### src/rtl/irq_chain_pkg.sv
package irq_chain_pkg;
   typedef enum logic [1:0] {
      SRC_MASKABLE = 2'd0,
      SRC_RESET    = 2'd1,
      SRC_DEBUG    = 2'd2,
      SRC_WDOG     = 2'd3
   } src_kind_e;
endpackage

### src/rtl/irq_snapshot.sv
module irq_snapshot #(
   parameter int NUM_SRC           = 16,
   parameter int LVL_W             = 3,
   parameter bit HALF_CYCLE_SAMPLE = 1'b1
) (
   input  logic                     clk,
   input  logic                     rst_n,
   input  logic                     take_i,
   input  logic                     hold_i,
   input  logic [NUM_SRC-1:0]       req_i,
   input  logic [NUM_SRC*LVL_W-1:0] lvl_i,
   input  logic [LVL_W-1:0]         ipl_i,
   input  logic                     iflag_i,
   input  logic [2:0]               nmi_i,
   output logic [NUM_SRC-1:0]       snap_req_o,
   output logic [NUM_SRC*LVL_W-1:0] snap_lvl_o,
   output logic [LVL_W-1:0]         snap_ipl_o,
   output logic                     snap_iflag_o,
   output logic [2:0]               snap_nmi_o
);
   localparam int SNAP_W = NUM_SRC + NUM_SRC*LVL_W + LVL_W + 1 + 3;

   logic [SNAP_W-1:0] live;
   logic [SNAP_W-1:0] snap_q;

   assign live = {nmi_i, iflag_i, ipl_i, lvl_i, req_i};

   generate
      if (HALF_CYCLE_SAMPLE) begin : g_half
         logic [SNAP_W-1:0] smp_q;
         // first half of the fetch cycle: sample
         always_ff @(negedge clk or negedge rst_n) begin
            if (!rst_n)      smp_q <= '0;
            else if (take_i) smp_q <= live;
         end
         // closing edge of the fetch cycle: latch
         always_ff @(posedge clk or negedge rst_n) begin
            if (!rst_n)      snap_q <= '0;
            else if (take_i) snap_q <= smp_q;
         end
      end else begin : g_full
         always_ff @(posedge clk or negedge rst_n) begin
            if (!rst_n)      snap_q <= '0;
            else if (take_i) snap_q <= live;
         end
      end
   endgenerate

   assign {snap_nmi_o, snap_iflag_o, snap_ipl_o, snap_lvl_o, snap_req_o} = snap_q;

   // snapshot frozen while a detection is pending
   assert_snap_hold_R10: assert property (@(posedge clk) disable iff (!rst_n)
      hold_i |=> $stable(snap_q));
endmodule

### src/rtl/irq_chain_stage.sv
module irq_chain_stage #(
   parameter int LVL_W = 3,
   parameter int IDX_W = 4,
   parameter int POS   = 0
) (
   input  logic             up_vld_i,
   input  logic [LVL_W-1:0] up_lvl_i,
   input  logic [IDX_W-1:0] up_idx_i,
   input  logic             own_req_i,
   input  logic [LVL_W-1:0] own_lvl_i,
   output logic             dn_vld_o,
   output logic [LVL_W-1:0] dn_lvl_o,
   output logic [IDX_W-1:0] dn_idx_o
);
   logic take_own;

   // strictly higher only: equal levels leave the upstream winner in place
   assign take_own = own_req_i && (own_lvl_i > up_lvl_i);

   always_comb begin
      if (take_own) begin
         dn_vld_o = 1'b1;
         dn_lvl_o = own_lvl_i;
         dn_idx_o = IDX_W'(POS);
      end else begin
         dn_vld_o = up_vld_i;
         dn_lvl_o = up_lvl_i;
         dn_idx_o = up_idx_i;
      end
   end
endmodule

### src/rtl/irq_accept_gate.sv
module irq_accept_gate
   import irq_chain_pkg::*;
#(
   parameter int NUM_SRC = 16,
   parameter int LVL_W   = 3,
   parameter int IDX_W   = 4
) (
   input  logic               win_vld_i,
   input  logic [LVL_W-1:0]   win_lvl_i,
   input  logic [IDX_W-1:0]   win_idx_i,
   input  logic [LVL_W-1:0]   ipl_i,
   input  logic               iflag_i,
   input  logic [2:0]         nmi_i,
   output logic               acc_o,
   output src_kind_e          kind_o,
   output logic [IDX_W-1:0]   vec_o,
   output logic [LVL_W-1:0]   new_ipl_o,
   output logic [NUM_SRC-1:0] clr_o,
   output logic               seti_o
);
   always_comb begin
      acc_o     = 1'b0;
      kind_o    = SRC_MASKABLE;
      vec_o     = '0;
      new_ipl_o = '0;
      clr_o     = '0;
      seti_o    = 1'b0;
      if (nmi_i[2]) begin
         acc_o     = 1'b1;
         kind_o    = SRC_RESET;
         new_ipl_o = '1;
         seti_o    = 1'b1;
      end else if (nmi_i[1]) begin
         acc_o     = 1'b1;
         kind_o    = SRC_DEBUG;
         new_ipl_o = ipl_i;
         seti_o    = 1'b1;
      end else if (nmi_i[0]) begin
         acc_o     = 1'b1;
         kind_o    = SRC_WDOG;
         new_ipl_o = '1;
         seti_o    = 1'b1;
      end else if (win_vld_i && (win_lvl_i > ipl_i) && !iflag_i) begin
         acc_o     = 1'b1;
         vec_o     = win_idx_i;
         new_ipl_o = win_lvl_i;
         clr_o     = NUM_SRC'(1) << win_idx_i;
         seti_o    = 1'b1;
      end
   end
endmodule

### src/rtl/irq_chain_arbiter.sv
module irq_chain_arbiter
   import irq_chain_pkg::*;
#(
   parameter int NUM_SRC           = 16,
   parameter int LVL_W             = 3,
   parameter int BLANK_CYC         = 2,
   parameter bit HALF_CYCLE_SAMPLE = 1'b1,
   localparam int IDX_W            = $clog2(NUM_SRC)
) (
   input  logic                     clk,
   input  logic                     rst_n,
   input  logic                     fetch_i,
   input  logic [NUM_SRC-1:0]       req_i,
   input  logic [NUM_SRC*LVL_W-1:0] lvl_i,
   input  logic [LVL_W-1:0]         ipl_i,
   input  logic                     iflag_i,
   input  logic                     nmi_reset_i,
   input  logic                     nmi_debug_i,
   input  logic                     nmi_wdog_i,
   output logic                     accept_o,
   output logic [1:0]               kind_o,
   output logic [IDX_W-1:0]         vec_o,
   output logic [LVL_W-1:0]         new_ipl_o,
   output logic [NUM_SRC-1:0]       clr_o,
   output logic                     set_iflag_o
);
   localparam int CNT_W = $clog2(BLANK_CYC + 2);

   generate
      if (NUM_SRC < 2 || NUM_SRC > 64) begin : g_bad_src
         $error("NUM_SRC must lie in 2..64");
      end
      if (LVL_W < 1 || LVL_W > 8) begin : g_bad_lvl
         $error("LVL_W must lie in 1..8");
      end
      if (BLANK_CYC < 1 || BLANK_CYC > 15) begin : g_bad_blank
         $error("BLANK_CYC must lie in 1..15");
      end
   endgenerate

   // detection pacing
   logic [CNT_W-1:0] cnt_q;
   logic             busy, take, fire;

   assign busy = (cnt_q != '0);
   assign take = fetch_i && !busy;
   assign fire = (cnt_q == CNT_W'(1));

   always_ff @(posedge clk or negedge rst_n) begin
      if (!rst_n)    cnt_q <= '0;
      else if (take) cnt_q <= CNT_W'(BLANK_CYC);
      else if (busy) cnt_q <= cnt_q - CNT_W'(1);
   end

   // input snapshot
   logic [NUM_SRC-1:0]       snap_req;
   logic [NUM_SRC*LVL_W-1:0] snap_lvl;
   logic [LVL_W-1:0]         snap_ipl;
   logic                     snap_iflag;
   logic [2:0]               snap_nmi;

   irq_snapshot #(
      .NUM_SRC(NUM_SRC), .LVL_W(LVL_W), .HALF_CYCLE_SAMPLE(HALF_CYCLE_SAMPLE)
   ) u_snap (
      .clk(clk), .rst_n(rst_n), .take_i(take), .hold_i(busy),
      .req_i(req_i), .lvl_i(lvl_i), .ipl_i(ipl_i), .iflag_i(iflag_i),
      .nmi_i({nmi_reset_i, nmi_debug_i, nmi_wdog_i}),
      .snap_req_o(snap_req), .snap_lvl_o(snap_lvl), .snap_ipl_o(snap_ipl),
      .snap_iflag_o(snap_iflag), .snap_nmi_o(snap_nmi)
   );

   // serial compare chain, position 0 at the top
   logic             ch_vld [NUM_SRC+1];
   logic [LVL_W-1:0] ch_lvl [NUM_SRC+1];
   logic [IDX_W-1:0] ch_idx [NUM_SRC+1];

   assign ch_vld[0] = 1'b0;
   assign ch_lvl[0] = '0;
   assign ch_idx[0] = '0;

   generate
      for (genvar s = 0; s < NUM_SRC; s++) begin : g_stage
         irq_chain_stage #(.LVL_W(LVL_W), .IDX_W(IDX_W), .POS(s)) u_stage (
            .up_vld_i(ch_vld[s]), .up_lvl_i(ch_lvl[s]), .up_idx_i(ch_idx[s]),
            .own_req_i(snap_req[s]), .own_lvl_i(snap_lvl[s*LVL_W +: LVL_W]),
            .dn_vld_o(ch_vld[s+1]), .dn_lvl_o(ch_lvl[s+1]), .dn_idx_o(ch_idx[s+1])
         );
      end
   endgenerate

   // acceptance against level and disable flag
   logic               g_acc, g_seti;
   src_kind_e          g_kind;
   logic [IDX_W-1:0]   g_vec;
   logic [LVL_W-1:0]   g_ipl;
   logic [NUM_SRC-1:0] g_clr;

   irq_accept_gate #(.NUM_SRC(NUM_SRC), .LVL_W(LVL_W), .IDX_W(IDX_W)) u_gate (
      .win_vld_i(ch_vld[NUM_SRC]), .win_lvl_i(ch_lvl[NUM_SRC]),
      .win_idx_i(ch_idx[NUM_SRC]), .ipl_i(snap_ipl), .iflag_i(snap_iflag),
      .nmi_i(snap_nmi), .acc_o(g_acc), .kind_o(g_kind), .vec_o(g_vec),
      .new_ipl_o(g_ipl), .clr_o(g_clr), .seti_o(g_seti)
   );

   // single-cycle result strobes
   always_ff @(posedge clk or negedge rst_n) begin
      if (!rst_n) begin
         accept_o    <= 1'b0;
         kind_o      <= 2'd0;
         vec_o       <= '0;
         new_ipl_o   <= '0;
         clr_o       <= '0;
         set_iflag_o <= 1'b0;
      end else if (fire) begin
         accept_o    <= g_acc;
         kind_o      <= g_kind;
         vec_o       <= g_vec;
         new_ipl_o   <= g_ipl;
         clr_o       <= g_clr;
         set_iflag_o <= g_seti;
      end else begin
         accept_o    <= 1'b0;
         kind_o      <= 2'd0;
         vec_o       <= '0;
         new_ipl_o   <= '0;
         clr_o       <= '0;
         set_iflag_o <= 1'b0;
      end
   end

   assert_win_nonzero_R3: assert property (@(posedge clk) disable iff (!rst_n)
      ch_vld[NUM_SRC] |-> (ch_lvl[NUM_SRC] != '0));
   assert_above_ipl_R4: assert property (@(posedge clk) disable iff (!rst_n)
      (accept_o && kind_o == SRC_MASKABLE) |-> (new_ipl_o > snap_ipl && !snap_iflag));
   assert_clr_onehot_R5: assert property (@(posedge clk) disable iff (!rst_n)
      $onehot0(clr_o));
   assert_clr_maskable_R5: assert property (@(posedge clk) disable iff (!rst_n)
      (|clr_o) |-> (accept_o && kind_o == SRC_MASKABLE && set_iflag_o));
   assert_fixed_noclr_R6: assert property (@(posedge clk) disable iff (!rst_n)
      (accept_o && kind_o != SRC_MASKABLE) |-> (clr_o == '0 && vec_o == '0));
   assert_single_pulse_R7: assert property (@(posedge clk) disable iff (!rst_n)
      accept_o |=> !accept_o);
   assert_blank_R8: assert property (@(posedge clk) disable iff (!rst_n)
      take |=> !take);
endmodule

### config.mk
export PLATFORM = sky130hd
export DESIGN_NAME = irq_chain_arbiter
export DESIGN_NICKNAME = d
export VERILOG_FILES = /design/src/rtl/irq_chain_pkg.sv /design/src/rtl/irq_snapshot.sv /design/src/rtl/irq_chain_stage.sv /design/src/rtl/irq_accept_gate.sv /design/src/rtl/irq_chain_arbiter.sv
export SDC_FILE = /design/constraint.sdc
export NUM_CORES = 1
export LEC_CHECK = 0
export BUFFER_PORTS_ARGS = -buffer_cell sky130_fd_sc_hd__buf_2
export CAP_MARGIN = 10
export CORE_UTILIZATION = 45
export CTS_CLUSTER_SIZE = 24
export DETAILED_ROUTE_END_ITERATION = 16
export HOLD_SLACK_MARGIN = 0.06
export SLEW_MARGIN = 20
export SYNTH_ARGS = -nofsm -noshare
export SYNTH_HDL_FRONTEND = slang
export SYNTH_SLANG_ARGS = --single-unit
### constraint.sdc
create_clock -name clk -period 25.9 [get_ports clk]
set_clock_uncertainty 0.2 [all_clocks]
set_input_delay 2.59 -clock clk [delete_from_list [all_inputs] [get_ports clk]]
set_output_delay 2.59 -clock clk [all_outputs]
set_load 0.03 [all_outputs]
# ---- After elaboration in Yosys (flattened, before gate mapping)
# Cells that the tools add are included.
dict set report op_classes {
  n_addsub 1
  n_lt_le_gt_ge 17
  eq_ne 1
  shifts 1
  mux 73
  reduce_logical 23
}
# cell count
set op_table {}
lappend op_table {{two-way mux 16 bit} 5}
lappend op_table {{two-way mux 3 bit} 25}
lappend op_table {{two-way mux 4 bit} 13}
lappend op_table {{greater-than comparator 3 bit} 16}
lappend op_table {{two-way mux 1 bit} 22}
lappend op_table {{logical AND 1 bit} 19}
lappend op_table {{two-way mux 2 bit} 8}
lappend op_table {{<< shifter 1 x 4 -> 16 bit, first input constant} 1}
lappend op_table {{nonzero test 2 bit} 2}
lappend op_table {{greater-than comparator 3 x 1 -> 1 bit, second input constant} 1}
lappend op_table {{== test 2 x 1 -> 1 bit, second input constant} 1}
lappend op_table {{logical NOT 1 bit} 2}
lappend op_table {{subtractor 2 x 1 -> 2 bit, second input constant} 1}
dict set report word_totals {
  regBits 170
  input_bits 74
  output_inout_bits 27
  elab_cells 124
}

# ---- Longest topological paths before layout
# Gate-level depths: netlist of run 1.
dict set report depth {
  ltp_word 56
  depth_mapped 117
  mapped_depth_nobuf 116
}

# ---- Modules after synthesis
# Synthesis of run 1 repeated with hierarchy kept, for this count alone.
dict set report unflattened {
  cells_unflattened 720
  area_unflattened_um2 9599.2
}
# mod n_inst cells_each area_each_um2 seq_area_each_um2
set modules_own_cells {}
lappend modules_own_cells {irq_snapshot 1 300 5595.4 3553.4}
lappend modules_own_cells {{irq_chain_stage (g_stage[10].u_stage ...)} 15 18 163.9 0.0}
lappend modules_own_cells {irq_chain_arbiter 1 68 1016.0 725.7}
lappend modules_own_cells {irq_accept_gate 1 64 364.1 0.0}
lappend modules_own_cells {{irq_chain_stage (g_stage[0].u_stage)} 1 18 165.2 0.0}

==> impl_metrics.yaml, run 1 <==
detailed_routing:
  drt_wl_total_mm: 19.3
  vias: 6373
  dr.pass1.iters: 5
  route.detailed.drc: 0
  ant_nets: 0
  viasPerCell: 5.58
  wire_per_inst_um: 16.9
  drt_iter0_markers: 325
outcome:
  status: "finished clean"
clock_network:
  clk_pin_slew_ns: 0.06
  tritoncts: "done"
  cts_buffer_depth: 2
  cts_buffers: 17
  h-tree-depth: 4
  cts_sinks: 170
  clk_latency_ns: 0.43
  clockRootBuffer: "clkbuf_16"
timing:
  rsz0062_at_grt: "false"
  finalHoldViolCount: 0
  slew_viol_final: 0
  relSlewSlack_pct: 29.0
  setup_ws_ns: 2.20
  setup_tns_ns: 0
  fmax_mhz: 42.2
  tightest_slew_ns: 1.06
  finalCritPeriodShare_pct: 91.5
  finalSetupViolCount: 0
  min_period_ns: 23.70
worst_setup_path:
  cp-start-kind: "flip-flop"
  critPathKind: "flip-flop to flip-flop"
  critPathCaptureType: "flip-flop"
  cp_max_fo: 9
  cp_slowest_cell: "or4_1"
  cp_data_arrival_time_ns: 23.83
  cp.required_ns: 26.03
  cpMostUsedCell: "ha_1"
  slowest_delay_ns: 0.67
placed_design:
  placement.cell_area_sq_um: 9520
  dpl.hpwl_mm: 14.0
  dp.cells: 1108
  pre_cts_ws_ns: 1.60
  place.gp.congestion: 0.921
  port_buffers: 100
logic_synthesis:
  async_flop_share_pct: 100
  syn_area_per_cell_sq_um: 11.4
  ys_seq_elements: 170
  ys.flop_type: "dfrtp_1"
  synth_cell_type_count: 76
  synth_area_sq_um: 8760
  yosysWarningCount: 0
  synthCells: 769
  synth-edff-count: 0
  syn_nets: 869
  ys_seq_area_share_pct: 48.6
die:
  coreArea_sq_um: 18900
  boundaryPins: 101
  initial_core_util_pct: 46.4
  die_h_um: 142
  dieWidth_um: 142
  die_area_sq_um: 20000
  rows: 50
grt:
  grt_pass1_wl_mm: 32.0
  grt_max_degree: 79
  antenna_found_initial: 1
  grt_usage_pct: 20.3
  grt_pass1_vias: 6511
  grt.overflow.total: 0
cells_and_area:
  nets: 970
  syn_to_final_growth_pct: 15.7
  drive_gt1_share_pct: 34.8
  antenna_cells: 0
  design_area_sq_um: 10100
  stdcell_count: 1143
min_path:
  hp-class: "flip-flop to flip-flop"
job:
  maxCapViolations: 0
layout by cell type, fill, tap and decap left out, types with 5 or more instances in the layout:
master     count
a21o_1        10
nor2b_1        7
dfrtp_1       99
a31oi_1        5
nand2b_1      13
and2_1         9
o21a_1         9
dfrtn_1       71
nand3_1       13
o211ai_1      11
a22oi_1        8
mux2_2       146
mux2i_1        6
o21ai_0       19
ha_1          26
clkbuf_16     17
a211oi_1       6
a21boi_0       5
buf_4          6
or2_2          8
inv_1         30
buf_2         99
nor4_1         6
nor2_1        53
maj3_1         6
nor3_1         5
nor3b_1        8
nand2_1       57
a21oi_1       25
synthesized netlist by cell type (all sizes together) (3+ instances only):
library cell	instances	share of area [%]
buf	10	0.59
a311oi	3	0.30
a211o	4	0.40
or2	8	0.57
o21ai	23	1.3
mux2	149	19
o21bai	4	0.39
nor2b	7	0.50
dfrtn	71	20
o221a	3	0.39
nand2	58	2.5
and2	9	0.64
nand2b	13	0.93
clkbuf	14	0.60
o31ai	4	0.34
o2111ai	3	0.30
nor4	7	0.57
mux2i	6	0.69
a21oi	27	1.6
a211oi	6	0.51
and4	3	0.33
a22o	3	0.30
a31oi	5	0.36
a21boi	6	0.51
nor3b	9	0.77
inv	30	1.3
o211ai	12	1.2
ha	26	3.7
a21o	10	0.86
o22ai	3	0.21
nor2	53	2.3
o211a	4	0.54
dfrtp	99	28
nor3	5	0.29
nand3	13	0.74
a22oi	8	0.69
maj3	6	0.69
o221ai	3	0.30
o21a	9	0.77
cell families after synthesis:
group / after synthesis / synth area share [%]
AND/OR/NAND/NOR: 197 / 11.1
flip-flops: 170 / 48.6
AO/OA/AOI/OAI: 160 / 13.4
multiplexers: 155 / 20.0
buffers and inverters: 54 / 2.47
adder cells (fa/ha/maj): 32 / 4.40
XOR/XNOR: 1 / 0.100
area by class of cell:
type / instances / area [sq um]
fillers: 1702 / 8760
multi-input cells: 545 / 4310
flip-flops and latches: 170 / 4250
repair buffers: 106 / 552
clock buffers: 20 / 447
well taps: 260 / 325
clock inverters: 12 / 140
inverters: 30 / 113
state kept, by name, indices dropped and copies added, names as in the netlist:
name	count
cnt_q	2
new_ipl_o	3
vec_o	4
kind_o	2
u_snap.g_half.smp_q	71
u_snap.snap_q	71
clr_o	16
set_iflag_o	1
routing by layer:
metal  GRT usage (%)  routed length, um  up-vias
met3            4.32                778       26
met2            33.5               9110      149
met4            6.85                282        2
li1                -                  -     3035
met1            26.6               9110     3161
met5               0                 12        -
critical path: cells and delay by family, from the launching register on:
kind	cells	cell delay, ns
flops	1	0.41
simple gates	39	6.49
compound gates	44	9.78
buf+inv	3	0.30
fa+ha+maj	18	5.09
mux	5	1.33
final timing paths:
path | start | end | slack (ns) | cells past startpoint
worst max register to register | u_snap.snap_q[0] | clr_o[7] | 2.20 | 109
max in group asynchronous | rst_n | u_snap.g_half.smp_q[1] | 9.57 | 2
worst min register to register | u_snap.g_half.smp_q[13] | u_snap.g_half.smp_q[13] | 0.25 | 1
worst max-delay path | u_snap.snap_q[0] | clr_o[7] | 2.20 | 109
worst min-delay path | u_snap.g_half.smp_q[13] | u_snap.g_half.smp_q[13] | 0.25 | 1
min in group asynchronous | rst_n | u_snap.snap_q[31] | 1.90 | 1
through the flow:
stage | util, % | hold WS, ns
finish | 53.6 | 0.248
global route | 53.6 | 0.257
CTS | 53.5 | 0.251
detailed placement | 50.4 | 0.251
global placement | 50.4 | 0.244
floorplan | - | 0.236
timing repair:
| item | CTS | global route |
|---|---|---|
| buffers inserted | 0 | 3 |
| hold buffers | 0 | 0 |
| resized for setup | 0 | 4 |
| endpoints found under the setup margin | 0 | 24 |
Power of run 1 is left out: the tool's default activity adds up to more than one toggle a clock period on the data nets, which glitch-free logic cannot reach.
==> inputs of run 2 (changes only) <==
--- a/config.mk
+++ b/config.mk
@@ -11,6 +11,7 @@
 export CTS_CLUSTER_SIZE = 24
 export DETAILED_ROUTE_END_ITERATION = 16
 export HOLD_SLACK_MARGIN = 0.06
+export RECOVER_POWER = 25
 export SLEW_MARGIN = 20
 export SYNTH_ARGS = -nofsm -noshare
 export SYNTH_HDL_FRONTEND = slang
==> run 2 against run 1 <==
The flow now finishes with violations (capacitance limit, slew limit). Cell count unchanged. First-iteration DRC count rose by 0.31%. Final area fell by 0.16%. Clock-buffer cell count unchanged. Global-route usage unchanged. Via count rose by 0.17%. Critical endpoint unchanged.
==> impl_metrics.yaml, run 2 (synthesized netlist as in run 1, its figures left out) <==
outcome:
  status: "complete, but fails checks"
  violations: "capacitance limit, slew limit"
die:
  die_area_sq_um: 20000
  boundaryPins: 101
  die_h_um: 142
  initial_core_util_pct: 46.4
  rows: 50
  coreArea_sq_um: 18900
  dieWidth_um: 142
placed_design:
  dpl.hpwl_mm: 14.0
  port_buffers: 100
  place.gp.congestion: 0.921
cells_and_area:
  layout_common_cells: "mux2_2 (146), dfrtp_1 (99), buf_2 (98)"
  drive_gt1_share_pct: 34.3
  nets: 970
  final_common_cell: "mux2_2"
  utilization_pct: 53.6
  syn_to_final_growth_pct: 15.5
  reg_top3: "u_snap.g_half.smp_q: 71 flops, u_snap.snap_q: 71 flops, clr_o: 16 flops"
  antenna_cells: 0
worst_setup_path:
  reg2reg_depth: 109
  cp.required_ns: 26.03
  cp_slowest_cell: "or4_1"
  slowest_delay_ns: 0.67
  critPathKind: "flip-flop to flip-flop"
  cpMostUsedCell: "ha_1"
  cp_data_arrival_time_ns: 23.89
  critPathCapture: "clr_o[7]"
  regToRegEndpoint: "clr_o[7]"
  critPathCaptureType: "flip-flop"
  cp-start-kind: "flip-flop"
  r2r_slack_ns: 2.15
  cp_max_fo: 9
  r2r-start: "u_snap.snap_q[0]"
  crit_start: "u_snap.snap_q[0]"
timing:
  tightest_slew_ns: 3.23
  min_period_ns: 23.75
  slew_viol_final: 175
  rsz0062_at_grt: "false"
  setup_tns_ns: 0
  finalSetupViolCount: 0
  fmax_mhz: 42.1
  finalHoldViolCount: 0
  finalCritPeriodShare_pct: 91.7
  relSlewSlack_pct: -115
clock_network:
  cts_sinks: 170
  clockRootBuffer: "clkbuf_16"
  clk_latency_ns: 0.43
  holdBufCountCts: 0
  cts_buffers: 17
  cts_buffer_depth: 2
  clk_pin_slew_ns: 0.06
  tritoncts: "done"
  h-tree-depth: 4
detailed_routing:
  vias: 6384
  ant_nets: 0
  route.detailed.drc: 0
  wire_per_inst_um: 16.9
  viasPerCell: 5.59
  drt_iter0_markers: 326
  drt_wl_total_mm: 19.3
  dr.pass1.iters: 5
grt:
  grt.overflow.total: 0
  grt_pass1_wl_mm: 32.0
  grt_pass1_vias: 6511
  grt_max_degree: 79
  grt_usage_pct: 20.3
  antenna_found_initial: 1
min_path:
  hp-class: "flip-flop to flip-flop"
job:
  maxCapViolations: 3
## run 2: routing by layer
| metal | up-vias | track usage (%) | share of wire [%] |
|---|---|---|---|
| li1 | 3032 | - | - |
| met5 | - | 0 | 0.062 |
| met2 | 152 | 33.5 | 47 |
| met3 | 26 | 4.32 | 4.2 |
| met4 | 2 | 6.85 | 1.5 |
| met1 | 3172 | 26.6 | 47 |
## run 2: stage by stage
stage,std cells,setup WS [ns],instance area (sq um),hold WS [ns]
after detailed placement,1108,1.60,9520,0.251
after global placement,1108,2.28,9520,0.244
after CTS,1140,1.43,10100,0.251
after floorplan,769,4.79,8760,0.236
final,1143,2.15,10100,0.248
after global routing,1143,0.0746,10100,0.257
## run 2: layout make-up
type	count	area (sq um)
multi-input cells	545	4310
well taps	260	325
clock buffers	20	447
inverters	30	113
repair buffers	106	536
flip-flops and latches	170	4250
fillers	1704	8770
clock inverters	12	140
## run 2: worst max-delay path, delay by kind of cell, from the launching register on
family | cells | cell delay (ns)
muxes | 5 | 1.33
buffers and inverters | 3 | 0.30
AOI/OAI and AO/OA | 44 | 9.81
adders and majority gates | 18 | 5.09
and+or+nand+nor | 39 | 6.55
DFF | 1 | 0.41
## run 2: timing repair
| item | 4_1_cts | 5_1_grt |
|---|---|---|
| setup endpoints to repair | 0 | 24 |
| setup buffers | 0 | 3 |
| hold endpoints to repair | 0 | 0 |
| resized for setup | 0 | 4 |
## run 2: worst min-delay path by stage
stage / from / endpoint / cells after the start
floorplan: u_snap.g_half.smp_q[26] / u_snap.g_half.smp_q[26] / 1
finish: u_snap.g_half.smp_q[13] / u_snap.g_half.smp_q[13] / 1
global placement: u_snap.g_half.smp_q[13] / u_snap.g_half.smp_q[13] / 1
global route: u_snap.g_half.smp_q[13] / u_snap.g_half.smp_q[13] / 1
CTS: u_snap.g_half.smp_q[13] / u_snap.g_half.smp_q[13] / 1
detailed placement: u_snap.g_half.smp_q[13] / u_snap.g_half.smp_q[13] / 1
Power of run 2 is left out for the same reason.
